### src/rtl/ilv_ans_decoder.sv
module ilv_ans_decoder #(
  parameter int LANES = 4,
  parameter int AW    = 8,
  localparam int LW   = (LANES > 1) ? $clog2(LANES) : 1
) (
  input  logic                  clk,
  input  logic                  rst_n,
  input  logic                  load_valid,
  input  logic [LW-1:0]         load_lane,
  input  logic [31:0]           load_state,
  input  logic                  step,
  output logic [LANES*AW-1:0]   mem_addr,
  input  logic [LANES*16-1:0]   mem_data,
  output logic [LANES-1:0]      sym_out,
  output logic                  sym_valid,
  output logic [AW-1:0]         rd_ptr,
  output logic [LANES*32-1:0]   state_flat
);

  localparam logic [31:0] LBOUND = 32'h0001_0000;

  logic [31:0]      x   [LANES];
  logic [31:0]      dec [LANES];
  logic [31:0]      nx  [LANES];
  logic [LANES-1:0] sym_n;
  logic [LANES-1:0] need;
  logic [LANES-1:0] in_rng;
  logic [AW-1:0]    adv;
  int               cnt;

  always_comb begin
    cnt = 0;
    for (int i = 0; i < LANES; i++) begin
      sym_n[i] = (x[i][1:0] != 2'd0);
      dec[i]   = sym_n[i] ? ((x[i] >> 2) * 32'd3 + {30'd0, x[i][1:0]} - 32'd1)
                          : (x[i] >> 2);
      need[i]  = dec[i] < LBOUND;
      nx[i]    = need[i] ? {dec[i][15:0], mem_data[cnt*16 +: 16]} : dec[i];
      cnt      = cnt + int'(need[i]);
    end
    adv = AW'(cnt);
  end

  for (genvar k = 0; k < LANES; k++) begin : g_slot
    assign mem_addr[k*AW +: AW]   = rd_ptr + AW'(k);
    assign state_flat[k*32 +: 32] = x[k];
    assign in_rng[k]              = x[k] >= LBOUND;
  end

  always_ff @(posedge clk or negedge rst_n) begin
    if (!rst_n) begin
      for (int i = 0; i < LANES; i++) x[i] <= '0;
      rd_ptr    <= '0;
      sym_out   <= '0;
      sym_valid <= 1'b0;
    end else begin
      sym_valid <= step;
      if (step) begin
        for (int i = 0; i < LANES; i++) x[i] <= nx[i];
        sym_out <= sym_n;
        rd_ptr  <= rd_ptr + adv;
      end else if (load_valid && (int'(load_lane) < LANES)) begin
        x[load_lane] <= load_state;
      end
    end
  end

  AST_VALID_AFTER_STEP: assert property (@(posedge clk) disable iff (!rst_n)
    step |=> sym_valid);
  AST_IDLE_HOLD: assert property (@(posedge clk) disable iff (!rst_n)
    (!step && !load_valid) |=> ($stable(state_flat) && $stable(rd_ptr) && !sym_valid));
  AST_PTR_BOUND: assert property (@(posedge clk) disable iff (!rst_n)
    step |=> ((rd_ptr - $past(rd_ptr)) <= AW'(LANES)));
  AST_PTR_STILL_ON_LOAD: assert property (@(posedge clk) disable iff (!rst_n)
    (!step && load_valid) |=> $stable(rd_ptr));
  AST_STAY_NORMALIZED: assert property (@(posedge clk) disable iff (!rst_n)
    (step && (&in_rng)) |=> (&in_rng));

  for (genvar i = 0; i < LANES; i++) begin : g_chk
    AST_SYM_ZERO_DIV4: assert property (@(posedge clk) disable iff (!rst_n)
      (sym_valid && !sym_out[i]) |-> ($past(state_flat[i*32 +: 2]) == 2'd0));
    AST_SYM_ONE_NDIV4: assert property (@(posedge clk) disable iff (!rst_n)
      (sym_valid && sym_out[i]) |-> ($past(state_flat[i*32 +: 2]) != 2'd0));
    AST_LOAD_WRITES: assert property (@(posedge clk) disable iff (!rst_n)
      (load_valid && !step && (int'(load_lane) == i)) |=>
        (state_flat[i*32 +: 32] == $past(load_state)));
  end

endmodule

### config.mk
export PLATFORM = sky130hd
export DESIGN_NAME = ilv_ans_decoder
export DESIGN_NICKNAME = d
export VERILOG_FILES = /design/src/rtl/ilv_ans_decoder.sv
export SDC_FILE = /design/constraint.sdc
export NUM_CORES = 1
export LEC_CHECK = 0
export CAP_MARGIN = 20
export CELL_PAD_IN_SITES_DETAIL_PLACEMENT = 2
export CELL_PAD_IN_SITES_GLOBAL_PLACEMENT = 2
export CORE_MARGIN = 2
export CORE_UTILIZATION = 39
export DETAILED_ROUTE_END_ITERATION = 10
export DONT_BUFFER_PORTS = 1
export MAX_ROUTING_LAYER = met4
export PLACE_DENSITY_LB_ADDON = 0.1
export SYNTH_ARGS = -nofsm -noshare
export SYNTH_HDL_FRONTEND = slang
export SYNTH_SLANG_ARGS = --single-unit
### constraint.sdc
create_clock -name clk -period 7.7 [get_ports clk]
set_input_delay 2.31 -clock clk [delete_from_list [all_inputs] [get_ports clk]]
set_output_delay 2.31 -clock clk [all_outputs]
set_load 0.03 [all_outputs]
==> key figures <==
STA
  • RSZ-0062 raised after global routing: false
  • Clock skew: 14.4 ps
  • Worst slew margin: 27.0%
  • Final setup violating endpoints: 0
  • Max Freq: 139 MHz
  • TNS Setup: 0 ps
  • Worst-Margin Slew: 1100 ps
  • Tcrit/Tclk final: 93.7%
  • Tmin final: 7210 ps
  • Max-slew violations: 0
  • Setup ws final: 489 ps
  • Final Hold Viols: 0

Yosys
  • Mapped cell area: 22100 sq um
  • Mux contribution to synthesized area: 8.03%
  • Synth cell types: 88
  • Compound-Gate Fraction of Synth Area: 24.1%
  • Largest family of logic cells by synthesized area: compound AO/OA/AOI/OAI gates
  • Yosys warns: 0
  • Post-synthesis simple-gate area fraction: 15.8%
  • Xor and xnor area share after synthesis: 4.52%
  • Top cell type's share of synthesized area: 20.7%
  • Cell taking the most area after synthesis: ha_1
  • Syn avg cell area: 7.70 sq um
  • Post-synth ARST share: 100%
  • Sequential area share after synthesis: 16.0%
  • Synth top area cells: ha_1, dfrtp_1, inv_1
  • Prevailing post-synth register cell: dfrtp_1
  • Adder-cell share of the synthesized area: 21.7%
  • Yosys reg bits: 141
  • Post-synth EDFFs: 0
  • Syn nets: 3348
  • Syn Inst Count: 2870

CTS
  • Root buffer cell: clkbuf_16
  • Clock transition at path regs: 70 ps
  • Clk sinks: 141
  • Worst-skew pair later-pin latency: 500 ps
  • H-tree depth: 4
  • Setup bufs post-CTS: 0
  • CTS hold repair buffers: 0
  • Longest Clk Path Bufs: 2
  • Post-cts sizing count: 0
  • CTS tree: yes
  • Clock buffer count from CTS: 17

Final layout
  • Commonest cells after routing, fill and taps aside: inv_1, ha_1, nand2_1, a21oi_1, nor2_1
  • Fin util: 41.4%
  • Share of cells above drive strength 1: 5.68%
  • Commonest non-fill, non-tap cell in the layout: inv_1
  • Synthesis-to-finish area growth: 5.23%
  • Final net count: 3230

Drt
  • Initial DRC Count: 1417
  • Vias: 22.3k
  • DR vias/cell: 6.26
  • Post-DRT Antenna Nets: 0
  • Drt pass-1 iters: 5
  • Routed wire length: 106 mm
  • WL/cell: 29.6 um
  • # DRC: 0

Critical path
  • Worst EP required: 8040 ps
  • Crit path launch type: flip-flop
  • Worst Path Arrival: 7550 ps
  • Crit Path Class: flip-flop to flip-flop
  • Maximum fanout along the worst path: 32
  • CP endpoint kind: flip-flop

Global routing
  • Largest net degree at the start of global routing: 216
  • First-pass GRT wire length: 157 mm
  • Initial antenna violation count: 22
  • Vias in the first global route: 23.8k
  • Gr ovfl total: 0
  • Tot GR Track Use: 36.6%

Place
  • Routability Congestion: 0.949
  • DP Worst Slack: 652 ps
  • Hpwl dp: 83.7 mm
  • PortBufs: 0

Floorplanning
  • IO Pins: 275
  • Initial Utilization: 39.3%
  • Die area: 58600 sq um
  • Die Y: 242 um
  • Site Rows: 87
  • Core Region: 56200 sq um
  • Die W: 242 um

Min path
  • Worst Hold Class: flip-flop to flip-flop

Job
  • Max_cap viols: 0

Run status
  • Outcome: complete, no violations
## synth_stat cells, types with 18 or more instances
| cell type | count |
|---|---|
| and2_1 | 20 |
| nor2_1 | 229 |
| mux4_2 | 32 |
| dfrtp_1 | 141 |
| inv_1 | 390 |
| ha_1 | 365 |
| mux2_2 | 18 |
| o31ai_1 | 21 |
| a21o_1 | 48 |
| nand3_1 | 39 |
| nand2b_1 | 19 |
| a211oi_1 | 91 |
| and3_1 | 22 |
| nor3_1 | 44 |
| nand2_1 | 247 |
| a31oi_1 | 62 |
| mux2i_1 | 85 |
| clkbuf_1 | 125 |
| nand4_1 | 30 |
| xnor2_1 | 67 |
| xor2_1 | 47 |
| o21ai_0 | 119 |
| a21oi_1 | 246 |
| o211ai_1 | 40 |
## stage by stage
stage | std cells | hold slack, ps | instance area (sq um)
6_report | 3567 | 716 | 23300
5_1_grt | 3556 | 746 | 23200
4_1_cts | 3521 | 719 | 23100
3_5_place_dp | 3489 | 707 | 22500
3_3_place_gp | 3489 | 688 | 22500
2_1_floorplan | 2870 | 674 | 22100
## cells by family (layout without fill, tap and decap cells)
kind of cell	after synthesis	after routing
other	0	46
and+or+nand+nor	738	738
AOI/OAI and AO/OA	809	809
buffers and inverters	557	452
DFF	141	141
xor gates and xnor gates	114	114
muxes	135	135
adders and majority gates	376	376
## worst paths after layout
kind,from,cells after the start,slack (ps),endpoint
worst max-delay path,state_flat[66],23,490,rd_ptr[5]
max in group asynchronous,rst_n,0,5750,sym_valid
min in group asynchronous,rst_n,0,1500,state_flat[52]
worst max register to register,state_flat[66],23,490,rd_ptr[5]
worst min-delay path,sym_out[1],2,720,sym_out[1]
worst min register to register,sym_out[1],2,720,sym_out[1]
## worst max-delay path, stage by stage, from the launching register on
cell	delay (ps)
dfrtp_1	590
inv_1	210
ha_1	350
xnor2_1	140
xnor2_1	160
ha_1	230
fa_1	420
a21oi_1	200
o21ai_0	230
and4_1	330
o21ai_0	350
nand2_1	150
o311ai_0	680
a31oi_1	170
a211o_1	300
nor4b_4	290
buf_4	470
ha_1	270
ha_1	320
ha_1	330
o21a_1	120
o21ai_0	420
nor2_1	100
xor2_1	170
## metal layers
metal  vias to the layer above  wire, um  GRT usage, %
li1                      10000         -             -
met5                         -         0             -
met3                       191      8660          11.4
met4                         0      5110          17.2
met2                       683     49700          58.6
met1                     11400     42300          41.6
## layout make-up
class / instances / area [sq um]
Antenna cell: 46 / 115
Clock buffer: 19 / 453
Clock inverter: 13 / 140
Fill cell: 6603 / 32900
Inverter: 394 / 1480
Multi-Input combinational cell: 2172 / 16400
Sequential cell: 141 / 3530
Tap cell: 756 / 946
Timing Repair Buffer: 26 / 195
## registers in the layout, summed over array words and instances (netlist names)
| register | flops |
|---|---|
| sym_out | 4 |
| state_flat | 128 |
| sym_valid | 1 |
| rd_ptr | 8 |
Power is left out: the tool's default activity adds up to more than one toggle a clock period on the data nets, which glitch-free logic cannot reach.
